<file path="config.mk">
export PLATFORM = sky130hd
export DESIGN_NAME = nibble_mangle_engine
export DESIGN_NICKNAME = d
export VERILOG_FILES = /design/src/rtl/mangle_pkg.sv /design/src/rtl/nibble_pass_alu.sv /design/src/rtl/seed_store.sv /design/src/rtl/mangle_fsm.sv /design/src/rtl/nibble_mangle_engine.sv
export SDC_FILE = /design/constraint.sdc
export NUM_CORES = 1
export LEC_CHECK = 0
export ABC_CLOCK_PERIOD_IN_PS = 20800
export BUFFER_PORTS_ARGS = -buffer_cell sky130_fd_sc_hd__buf_4
export CAP_MARGIN = 20
export CELL_PAD_IN_SITES_DETAIL_PLACEMENT = 0
export CELL_PAD_IN_SITES_GLOBAL_PLACEMENT = 1
export CORE_MARGIN = 2
export CORE_UTILIZATION = 55
export DETAILED_ROUTE_END_ITERATION = 12
export PLACE_DENSITY_LB_ADDON = 0.2
export SLEW_MARGIN = 20
export SYNTH_ARGS = -nofsm -noshare
export SYNTH_HDL_FRONTEND = slang
export SYNTH_SLANG_ARGS = --single-unit
</file>
<file path="constraint.sdc">
create_clock -name clk -period 20.8 [get_ports clk]
set_input_delay 4.16 -clock clk [delete_from_list [all_inputs] [get_ports clk]]
set_output_delay 4.16 -clock clk [all_outputs]
set_load 0.05 [all_outputs]
</file>
<file path="src/rtl/mangle_pkg.sv">
package mangle_pkg;

    localparam int NIB_W   = 4;
    localparam int NUM_NIB = 16;
    localparam int IDX_W   = $clog2(NUM_NIB);

    typedef logic [NIB_W-1:0] nib_t;
    typedef logic [NUM_NIB-1:0][NIB_W-1:0] seed_arr_t;

    typedef enum logic [1:0] {
        ST_IDLE,
        ST_LOAD,
        ST_PASS,
        ST_FIN
    } eng_state_e;

    // Lock-side starting seed, entry 15 in the top nibble.
    localparam seed_arr_t DEFAULT_SEED = 64'h89E1_6DF7_5B4F_41B0;

    // Tail of one pass starting at accumulate index 'head':
    // head gains add0, head+1 gains new head, +8 rule on head+2,
    // head+3 gains old head+2 plus one, then a +1 ripple to the top.
    function automatic seed_arr_t chain_tail(input seed_arr_t a,
                                             input int        head,
                                             input nib_t      add0);
        seed_arr_t        r;
        logic [NIB_W:0]   x;
        r           = a;
        r[head]     = a[head] + add0;
        r[head + 1] = a[head + 1] + r[head];
        x           = {1'b0, a[head + 1]} + 5'd8;
        r[head + 2] = x[NIB_W] ? x[NIB_W-1:0] : (a[head + 2] + x[NIB_W-1:0]);
        r[head + 3] = a[head + 3] + a[head + 2] + nib_t'(1);
        for (int i = 1; i < NUM_NIB; i++) begin
            if (i >= head + 4) begin
                r[i] = a[i] + r[i - 1] + nib_t'(1);
            end
        end
        return r;
    endfunction

endpackage

</file>
<file path="src/rtl/nibble_pass_alu.sv">
module nibble_pass_alu
    import mangle_pkg::*;
(
    input  seed_arr_t cur,
    input  nib_t      cnt,
    output seed_arr_t nxt,
    output logic      shifted
);

    localparam int NUM_VAR  = 2;
    localparam int BASE_IDX = 4;

    seed_arr_t        pre;
    logic [NIB_W:0]   head_sum;
    seed_arr_t        tails [NUM_VAR];

    // Head of the pass: entries 1, 2 and 3 plus the branch carry.
    always_comb begin
        pre      = cur;
        pre[1]   = cur[1] + cnt + nib_t'(1);
        pre[2]   = ~(cur[2] + pre[1] + nib_t'(1));
        head_sum = {1'b0, cur[3]} + {1'b0, cur[2]} + 5'd1;
        pre[3]   = head_sum[NIB_W-1:0];
    end

    // Variant 0: normal chain from entry 4; variant 1: shifted chain from entry 3.
    for (genvar v = 0; v < NUM_VAR; v++) begin : g_tail
        assign tails[v] = chain_tail(pre, BASE_IDX - v, cur[3]);
    end

    assign shifted = head_sum[NIB_W];
    assign nxt     = shifted ? tails[1] : tails[0];

endmodule

</file>
<file path="src/rtl/seed_store.sv">
module seed_store
    import mangle_pkg::*;
#(
    parameter seed_arr_t INIT_SEED = DEFAULT_SEED
) (
    input  logic             clk,
    input  logic             rst_n,
    input  logic             wr_ok,
    input  logic [IDX_W-1:0] wr_idx,
    input  nib_t             wr_data,
    input  logic             upd_en,
    input  seed_arr_t        upd_val,
    input  logic [IDX_W-1:0] rd_idx,
    output nib_t             rd_data,
    output seed_arr_t        arr_q
);

    always_ff @(posedge clk or negedge rst_n) begin
        if (!rst_n) begin
            arr_q <= INIT_SEED;
        end else if (upd_en) begin
            arr_q <= upd_val;
        end else if (wr_ok) begin
            arr_q[wr_idx] <= wr_data;
        end
    end

    assign rd_data = arr_q[rd_idx];

    // writes are only let through when no pass is being stored
    assert_single_source_R3: assert property (@(posedge clk) disable iff (!rst_n)
        !(upd_en && wr_ok))
        else $error("write and pass update in the same cycle");

    // no pass and no accepted write leaves the array untouched
    assert_quiet_hold_R3: assert property (@(posedge clk) disable iff (!rst_n)
        (!upd_en && !wr_ok) |=> $stable(arr_q))
        else $error("array changed without a source");

    // a pass never alters the scratch entry
    assert_scratch_kept_R9: assert property (@(posedge clk) disable iff (!rst_n)
        upd_en |=> (arr_q[0] == $past(arr_q[0])))
        else $error("scratch entry modified by a pass");

endmodule

</file>
<file path="src/rtl/mangle_fsm.sv">
module mangle_fsm
    import mangle_pkg::*;
#(
    parameter int ROUNDS = 3
) (
    input  logic clk,
    input  logic rst_n,
    input  logic start,
    input  nib_t top_nib,
    output nib_t cnt,
    output logic upd_en,
    output logic idle,
    output logic busy,
    output logic done
);

    localparam int              RND_W    = (ROUNDS > 1) ? $clog2(ROUNDS) : 1;
    localparam logic [RND_W-1:0] LAST_RND = RND_W'(ROUNDS - 1);

    eng_state_e       state_q, state_d;
    nib_t             cnt_q;
    logic [RND_W-1:0] rnd_q;
    logic             cnt_zero;
    logic             last_rnd;

    assign cnt_zero = (cnt_q == '0);
    assign last_rnd = (rnd_q == LAST_RND);

    always_ff @(posedge clk or negedge rst_n) begin
        if (!rst_n) begin
            state_q <= ST_IDLE;
        end else begin
            state_q <= state_d;
        end
    end

    always_comb begin
        state_d = state_q;
        unique case (state_q)
            ST_IDLE: if (start) state_d = ST_LOAD;
            ST_LOAD: state_d = ST_PASS;
            ST_PASS: begin
                if (cnt_zero) begin
                    state_d = last_rnd ? ST_FIN : ST_LOAD;
                end
            end
            ST_FIN:  state_d = ST_IDLE;
            default: state_d = ST_IDLE;
        endcase
    end

    always_ff @(posedge clk or negedge rst_n) begin
        if (!rst_n) begin
            cnt_q <= '0;
            rnd_q <= '0;
        end else begin
            unique case (state_q)
                ST_IDLE: if (start) rnd_q <= '0;
                ST_LOAD: cnt_q <= top_nib;
                ST_PASS: begin
                    if (!cnt_zero) begin
                        cnt_q <= cnt_q - nib_t'(1);
                    end else if (!last_rnd) begin
                        rnd_q <= rnd_q + RND_W'(1);
                    end
                end
                default: ;
            endcase
        end
    end

    always_comb begin
        idle   = (state_q == ST_IDLE);
        busy   = (state_q != ST_IDLE);
        upd_en = (state_q == ST_PASS);
        done   = (state_q == ST_FIN);
    end

    assign cnt = cnt_q;

    // an accepted start makes the engine busy on the next cycle
    assert_start_takes_R4: assert property (@(posedge clk) disable iff (!rst_n)
        (idle && start) |=> busy)
        else $error("start not taken");

    // done is a single-cycle pulse followed by idle
    assert_done_pulse_R10: assert property (@(posedge clk) disable iff (!rst_n)
        done |=> (!done && !busy))
        else $error("done not a clean pulse");

    // the round index never passes the last round
    assert_round_bound_R5: assert property (@(posedge clk) disable iff (!rst_n)
        rnd_q <= LAST_RND)
        else $error("round index out of range");

    // a zero count on the last round always ends the step
    assert_last_pass_ends_R5: assert property (@(posedge clk) disable iff (!rst_n)
        (upd_en && cnt_zero && last_rnd) |=> done)
        else $error("step did not end after final pass");

endmodule

</file>
<file path="src/rtl/nibble_mangle_engine.sv">
module nibble_mangle_engine
    import mangle_pkg::*;
#(
    parameter int        ROUNDS    = 3,
    parameter seed_arr_t INIT_SEED = DEFAULT_SEED
) (
    input  logic       clk,
    input  logic       rst_n,
    input  logic       start,
    input  logic       wr_en,
    input  logic [3:0] wr_idx,
    input  logic [3:0] wr_data,
    input  logic [3:0] rd_idx,
    output logic [3:0] rd_data,
    output logic       busy,
    output logic       done
);

    seed_arr_t arr_q;
    seed_arr_t pass_val;
    nib_t      cnt;
    logic      upd_en;
    logic      idle;
    logic      wr_ok;
    logic      shifted;

    assign wr_ok = wr_en && idle;

    mangle_fsm #(
        .ROUNDS (ROUNDS)
    ) u_fsm (
        .clk     (clk),
        .rst_n   (rst_n),
        .start   (start),
        .top_nib (arr_q[NUM_NIB-1]),
        .cnt     (cnt),
        .upd_en  (upd_en),
        .idle    (idle),
        .busy    (busy),
        .done    (done)
    );

    nibble_pass_alu u_alu (
        .cur     (arr_q),
        .cnt     (cnt),
        .nxt     (pass_val),
        .shifted (shifted)
    );

    seed_store #(
        .INIT_SEED (INIT_SEED)
    ) u_store (
        .clk     (clk),
        .rst_n   (rst_n),
        .wr_ok   (wr_ok),
        .wr_idx  (wr_idx),
        .wr_data (wr_data),
        .upd_en  (upd_en),
        .upd_val (pass_val),
        .rd_idx  (rd_idx),
        .rd_data (rd_data),
        .arr_q   (arr_q)
    );

    // the branch carry only matters while a pass is being stored
    assert_branch_known_R6: assert property (@(posedge clk) disable iff (!rst_n)
        upd_en |-> !$isunknown(shifted))
        else $error("branch select unknown during pass");

endmodule

</file>
==> Word level (Yosys, flattened, before mapping) <==
Index checks and enable logic that the tools add are counted.
{ "op_classes": {"add_sub_neg": 54, "n_lt_le_gt_ge": 3, "eq_ne": 8, "mux": 20, "bitwise": 2, "n_reduce_logical": 12} }
{ "ops": {"columns": ["cell", "count"], "rows": [
  ["2-to-1 mux 64 bit", 3],
  ["adder 4 bit", 27],
  ["adder 4 x 1 -> 4 bit (second input constant)", 21],
  ["bitwise mux 64 bit", 1],
  ["2-to-1 mux 4 bit", 5],
  ["binary-select mux 4 bit (select 4 bit)", 1],
  ["demux 4 bit (select 4 bit)", 1],
  ["2-to-1 mux 2 bit", 6],
  ["adder 4 x 4 -> 5 bit (second input constant)", 2],
  ["less-than comparator 4 x 5 -> 1 bit (second input constant)", 2],
  ["!= test 2 bit (second input constant)", 4],
  ["one-hot mux 2 bit (4 select lines)", 1],
  ["one-hot mux 4 bit (2 select lines)", 1],
  ["nonzero test 2 bit", 4],
  ["== test 2 bit (second input constant)", 3],
  ["AND reduction 2 bit", 3],
  ["adder 4 x 4 -> 5 bit", 1],
  ["adder 5 x 1 -> 5 bit (second input constant)", 1],
  [">= comparator 4 x 1 -> 1 bit (second input constant)", 1],
  ["zero test 4 bit", 1],
  ["inverter 4 bit", 1],
  ["one-hot mux 2 bit (2 select lines)", 1],
  ["AND reduction 4 bit", 1],
  ["subtractor 4 x 1 -> 4 bit (second input constant)", 1],
  ["5 further kinds", 6]
]} }
{ "totals": {"register_bits": 72, "input_bits": 16, "wordCells": 118} }

==> Depth between registers and ports, before layout <==
Gate-level depths: netlist of run 1.
{ "logic_depth": {"ltp_word": 22, "mapped_depth": 27, "mapped_depth_nobuf": 27} }

==> Hierarchy <==
From an unflattened synthesis of run 1, not the netlist that was laid out.
{ "hier_totals": {"cells_unflattened": 894, "hier_area_um2": 7980.2} }
{ "modules_own_cells": {"columns": ["mod", "instances", "cells_each", "area_per_inst_um2"], "rows": [
  ["seed_store", 1, 421, 3791.1],
  ["nibble_pass_alu", 1, 418, 3671.0],
  ["mangle_fsm", 1, 54, 511.7],
  ["nibble_mangle_engine", 1, 1, 6.3]
]} }

==> Worst setup path after synthesis of run 1 <==
Ideal clock, no wire load.
{ "synth_timing": {"path_type": "input port to output port", "startpoint": "in rd_idx[0]", "endpoint": "out rd_data[0]", "arrival_time_ps": 6100, "path_slack_ps": 10540, "cell_stages": 4, "path_buffers": 2, "path_cell_list": "clkbuf_1 clkbuf_1 mux4_2 mux4_2"} }
{ "synth_via": {"elab_chain_cells": 2} }
{ "synth_lines": {"columns": ["item", "line_no", "rtl"], "rows": [
  ["from (decl)", "nibble_mangle_engine.sv:13", "input logic [3:0] rd_idx,"],
  ["binary-select mux 4 bit (select 4 bit)", "seed_store.sv:28", "assign rd_data = arr_q[rd_idx];"],
  ["2-to-1 mux 4 bit (not written as such)", "seed_store.sv:28", null],
  ["to (decl)", "nibble_mangle_engine.sv:14", "output logic [3:0] rd_data,"]
]} }
Every way passes these cells. The select of a mux whose other input is x is not followed.

==> Final worst setup path of run 1 <==
{ "layout_timing": {"startpoint": "in rd_idx[0]", "endpoint": "out rd_data[3]"} }
The elaborated chain is that of the path after synthesis.

==> summary.md, run 1 <==
| Metric | Value |
|---|---|
| Critical Path Max Stage Delay | 0.60 ns |
| Final setup viols | 0 |
| Overall Global Routing Usage | 29.86% |
| Worst Hold Class | reg2reg |
| CTS tree | done |
| First-pass DRT Iterations | 5 |
| Top cells by area, synth | ha_1 (14%), dfrtp_1 (12%), dfstp_2 (12%) |
| Cts bufs inserted | 9 |
| Final net count | 943 |
| Drt drc | 0 |
| CTS H-tree lvls | 3 |
| Data required, critical path | 16.64 ns |
| Initial DRC Count | 383 |
| Tcrit/Tclk final | 47.45% |
| Largest net degree at the start of global routing | 73 |
| HPWL Detailed | 15600 um |
| Crit Path Max Fanout | 16 |
| Cell taking the most area after synthesis | ha_1 |
| Layout cells sized above 1 | 15.63% |
| Vias in the first global route | 6107 |
| Post-CTS Setup Inserts | 0 |
| WL final | 20890 um |
| Initial antenna violation count | 0 |
| Critical path class | in2out |
| Final TNS setup | 0 ns |
| Die area | 14960 um2 |
| Clk_lat worst skew | 0.36 ns |
| Worst path slowest cell | mux4_1 |
| Starting Density | 55.90% |
| # IOs | 22 |
| N_diodes | 0 |
| First-pass GRT wire length | 33420 um |
| Unrepaired setup endpoints after global routing | false |
| Die Y | 122.3 um |
| Buf/Inv on CP | 2 |
| Core box area | 13770 um2 |
| Post-Syn Area per Cell | 9.530 um2 |
| Reg clk slew, reported paths | 0.06 ns |
| Area Growth Syn to Fin | 7.978% |
| Antenna Nets Post-Route | 0 |
| Crit path DAT | 5.71 ns |
| Cell Area, Synth | 7700 um2 |
| Via count | 6138 |
| Relative slew margins | 28.56% |
| Most used DFF post-synth | dfrtp_1 |
| Hold Buf Count CTS | 0 |
| Final RePlAce weighted congestion | 0.9047 |
| Vias/cell | 6.144 |
| Synth unique cells | 57 |
| Sequential area share after synthesis | 23.95% |
| GR Util met2 | 48.68% |
| Post-synth EDFFs | 0 |
| Post-synthesis register bit count | 72 |
| Startpoint types | primary input |
| Overflow after GRT | 0 |
| Top cell type's share of synthesized area | 13.81% |
| Port buffer count | 21 |
| Most frequent CP cell | buf_4 |
| Clock skew | 0.01284 ns |
| Max cap viols | 0 |
| Fin crit period | 9.870 ns |
| Resized Gates After CTS | 0 |
| Cell Rows | 43 |
| CP cell instances | buf_4 -> mux4_1 -> mux4_2 -> buf_4 |
| Clock root buffer | clkbuf_16 |
| Final max-slew violation count | 0 |
| YS warnings | 0 |
| Syn Inst Count | 808 |
| Post-synth ARST share | 100.0% |
| Worst hold margin | 0.5015 ns |
| GRT busiest layer | met2 |
| Synthesized net count | 937 |
| CP top delay family | multiplexers |
| Clock Tree Buf Depth | 2 |
| DIE WIDTH | 122.3 um |
| CP Capture Type | primary output |
| # clock sinks | 72 |
| GRT met1 Usage | 40.04% |
| Met3 GRT Util | 5.762% |
| Worst slew pin tran | 1.068 ns |
| FMAX | 101.3 MHz |
| Final hold vios | 0 |
| Outcome | completed |
| Drt wl/cell | 20.91 um |
## layout by cell type, fill, tap and decap left out, drive strengths merged, types with 7 or more instances in the layout
master	Yosys	layout
clkbuf	24	12
a211oi	7	7
xnor2	49	49
dfstp	34	34
ha	85	85
xor2	31	31
mux2	14	14
a21o	26	26
mux4	20	20
nor2	45	45
nand2	94	94
o21ai	44	44
a21oi	56	56
inv	62	63
buf	7	26
a31oi	21	21
dfrtp	38	38
nand3	10	10
fa	28	28
mux2i	26	26
xnor3	11	11
o211ai	13	13
## kinds of logic (layout without fill, tap and decap cells)
logic type | count (synthesis) | count (layout) | share of synthesized area, %
buf+inv | 93 | 104 | 4.761
compound gates | 197 | 197 | 15.88
xor+xnor | 91 | 91 | 12.64
simple gates | 182 | 182 | 10.35
mux | 60 | 60 | 11.33
fa+ha+maj | 113 | 113 | 21.09
flops | 72 | 72 | 23.95
## per-layer routing
layer | part of all wire [%] | wire length [um]
met1 | 44 | 9133
met2 | 48 | 10030
met3 | 5.7 | 1201
met4 | 2.5 | 519
met5 | 0 | 0
## sequential cells by signal, summed over array words and instances, names as in the netlist
name,flops
u_fsm.cnt,4
u_fsm.rnd_q,2
u_store.arr_q,64
u_fsm.state_q,2
## path summary, 6_finish.rpt
kind                                                from                             to  slack (ns)  depth (start not counted)
setup / recovery                               rd_idx[0]                     rd_data[3]       10.93                          4
hold / removal              u_store.arr_q[3]$_DFFE_PN0P_   u_store.arr_q[3]$_DFFE_PN0P_        0.50                          2
setup reg to reg           u_store.arr_q[21]$_DFFE_PN0P_  u_store.arr_q[63]$_DFFE_PN1P_       13.25                         19
hold reg to reg             u_store.arr_q[3]$_DFFE_PN0P_   u_store.arr_q[3]$_DFFE_PN0P_        0.50                          2
max in group asynchronous                          rst_n  u_store.arr_q[47]$_DFFE_PN0P_       16.18                          1
min in group asynchronous                          rst_n  u_store.arr_q[21]$_DFFE_PN0P_        3.95                          1
## per-stage QoR
stage          util [%]  worst slack, ns  area [um2]  std cells
6_report          60.37            10.93        8314        999
5_1_grt           60.37            10.88        8314        999
4_1_cts           60.37            10.93        8314        999
3_5_place_dp      58.13            10.93        8006        983
3_3_place_gp      58.13            10.99        8006        983
2_1_floorplan         -            10.54        7700        808
## worst min-delay path, stage by stage, from the launching register on
cell and delay (ns):
dfrtp_1 0.36, nand2_1 0.05, o21ai_0 0.06
## area by class of cell
cell class / count / area [um2]
inverters: 62 / 232.7
clock inverters: 4 / 51.30
flip-flops and latches: 72 / 1844
multi-input cells: 643 / 5509
repair buffers: 26 / 195.2
fillers: 1246 / 5459
clock buffers: 12 / 256.5
well taps: 180 / 225.2
## synthesized netlist by cell type, drive strengths merged (13+ instances only)
| cell type | n |
|---|---|
| nand2 | 94 |
| ha | 85 |
| inv | 62 |
| a21oi | 56 |
| xnor2 | 49 |
| nor2 | 45 |
| o21ai | 44 |
| dfrtp | 38 |
| dfstp | 34 |
| xor2 | 31 |
| fa | 28 |
| a21o | 26 |
| mux2i | 26 |
| clkbuf | 24 |
| a31oi | 21 |
| mux4 | 20 |
| mux2 | 14 |
| o211ai | 13 |
Power of run 1 is left out: the tool's default activity adds up to more than one toggle a clock period on the data nets, which glitch-free logic cannot reach.
==> run 2: changes to the inputs <==
Settings changed: ABC_CLOCK_PERIOD_IN_PS 20800 to 9200, CORE_UTILIZATION 55 to 51.
Clock period 20.8 ns to 9.2 ns, I/O delays scaled along.
==> summary.md, run 2 (same netlist as run 1, synthesis figures left out) <==
| Metric | Value |
|---|---|
| Outcome | completed |
| CP cell instances | inv_1 -> ha_1 -> fa_1 -> inv_1 -> fa_1 -> fa_1 -> fa_1 -> fa_1 -> fa_1 -> fa_1 -> fa_1 -> fa_1 -> ha_1 -> a21o_1 -> a21oi_1 -> xnor2_1 -> xnor3_1 -> xnor3_1 -> nand2_1 -> a22oi_1 |
| Hold Path Stages | 2 |
| Vias/cell | 6.202 |
| Commonest non-fill, non-tap cell in the layout | nand2_1 |
| Drt wl/cell | 20.63 um |
| Core box area | 14640 um2 |
| Worst Hold Class | reg2reg |
| Vias in the first global route | 6440 |
| Hold Buf Count CTS | 0 |
| Worst reg2reg path endpoint | u_store.arr_q[63]$_DFFE_PN1P_ |
| Reg2reg start | u_store.arr_q[24]$_DFFE_PN1P_ |
| Area Growth Syn to Fin | 8.352% |
| DIE WIDTH | 126.9 um |
| Starting Density | 52.58% |
| Final max-slew violation count | 0 |
| Final setup viols | 0 |
| Final net count | 943 |
| Final TNS setup | 0 ns |
| Port buffer count | 21 |
| Unrepaired setup endpoints after global routing | false |
| HPWL Detailed | 15060 um |
| Cell Rows | 44 |
| Placed Cells | 987 |
| Via count | 6221 |
| Die Y | 126.9 um |
| R2R cell count | 20 |
| Crit path DAT | 7.73 ns |
| Reg with most FFs | u_store.arr_q |
| First-pass DRT Iterations | 4 |
| Largest net degree at the start of global routing | 73 |
| WL final | 20690 um |
| Worst Min Path Start | u_store.arr_q[0]$_DFFE_PN0P_ |
| Overflow after GRT | 0 |
| Max cap viols | 0 |
| Core Util, Final | 56.97% |
| CTS H-tree lvls | 3 |
| Clk_lat worst skew | 0.35 ns |
| Buf/Inv on CP | 2 |
| Reg clk slew, reported paths | 0.06 ns |
| Final hold vios | 0 |
| Overall Global Routing Usage | 27.17% |
| Post-CTS Setup Inserts | 0 |
| Critical Path Max Stage Delay | 0.65 ns |
| Antenna Nets Post-Route | 0 |
| Hold Path End | u_store.arr_q[0]$_DFFE_PN0P_ |
| # IOs | 22 |
| Initial antenna violation count | 0 |
| Crit Path Max Fanout | 4 |
| Worst path slowest cell | fa_1 |
| Clock root buffer | clkbuf_16 |
| First-pass GRT wire length | 34170 um |
| Most frequent CP cell | fa_1 |
| Data required, critical path | 9.46 ns |
| Clock skew | 0.01099 ns |
| CTS tree | done |
| Startpoint types | register |
| Final RePlAce weighted congestion | 0.8723 |
| R2R Setup Slk | 1.73 ns |
| Max FFs per register | 64 |
| Initial DRC Count | 387 |
| # clock sinks | 72 |
| Clock Tree Buf Depth | 2 |
| Tcrit/Tclk final | 81.17% |
| CP top delay family | adder cells |
| Worst hold margin | 0.4884 ns |
| CP Capture Type | register |
| Die area | 16100 um2 |
| Cts bufs inserted | 9 |
| Resized Gates After CTS | 0 |
| Fin crit period | 7.468 ns |
| Fin cells | 1003 |
| Critical path class | reg2reg |
| Fillers | 1326 |
| Most used cells in the layout excluding fill and tap cells | nand2_1 (94), ha_1 (85), a21oi_1 (56) |
| FMAX | 133.9 MHz |
| Relative slew margins | 27.99% |
| Layout cells sized above 1 | 15.38% |
| N_diodes | 0 |
| Drt drc | 0 |
| Worst slew pin tran | 1.076 ns |
-- run 2: how the worst max path moves through the flow --
| stage | from | to | slack (ns) | cells after the start |
|---|---|---|---|---|
| 2_1_floorplan | u_store.arr_q[24]$_DFFE_PN1P_ | u_store.arr_q[63]$_DFFE_PN1P_ | 2.26 | 20 |
| 3_3_place_gp | u_store.arr_q[24]$_DFFE_PN1P_ | u_store.arr_q[63]$_DFFE_PN1P_ | 1.94 | 20 |
| 3_5_place_dp | u_store.arr_q[24]$_DFFE_PN1P_ | u_store.arr_q[63]$_DFFE_PN1P_ | 1.75 | 20 |
| 4_1_cts | u_store.arr_q[24]$_DFFE_PN1P_ | u_store.arr_q[63]$_DFFE_PN1P_ | 1.71 | 20 |
| 5_1_grt | u_store.arr_q[24]$_DFFE_PN1P_ | u_store.arr_q[63]$_DFFE_PN1P_ | 1.38 | 20 |
| 6_report | u_store.arr_q[24]$_DFFE_PN1P_ | u_store.arr_q[63]$_DFFE_PN1P_ | 1.73 | 20 |
-- run 2: layout make-up --
type | count | area (um2) | share of cell area, %
clock inverters | 4 | 95.09 | 1.140
clock buffers | 12 | 236.5 | 2.834
repair buffers | 26 | 195.2 | 2.340
multi-input cells | 643 | 5509 | 66.03
flip-flops and latches | 72 | 1844 | 22.11
inverters | 62 | 232.7 | 2.789
well taps | 184 | 230.2 | 2.759
-- run 2: stage by stage --
step | setup slack (ns) | instance area, um2
after floorplan | 2.260 | 7700
after global routing | 1.382 | 8343
final | 1.732 | 8343
after CTS | 1.706 | 8343
after global placement | 1.936 | 8011
after detailed placement | 1.748 | 8011
-- run 2: layer usage --
| layer | wire length, um | up-vias | global-route usage [%] |
|---|---|---|---|
| li1 | - | 2877 | - |
| met1 | 9128 | 3132 | 36.18 |
| met2 | 9966 | 180 | 45.64 |
| met3 | 1092 | 32 | 3.712 |
| met4 | 505 | 0 | 9.502 |
| met5 | 0 | - | 0 |
-- run 2: worst reg2reg max path, cell delays in order, from the launching register on --
cell and delay, ns:
dfstp_2 0.55, inv_1 0.06, ha_1 0.21, fa_1 0.49, inv_1 0.08, fa_1 0.58, fa_1 0.51, fa_1 0.63
fa_1 0.51, fa_1 0.62, fa_1 0.50, fa_1 0.65, fa_1 0.48, ha_1 0.29, a21o_1 0.18, a21oi_1 0.20
xnor2_1 0.16, xnor3_1 0.24, xnor3_1 0.21, nand2_1 0.05, a22oi_1 0.20
Power of run 2 is left out for the same reason.
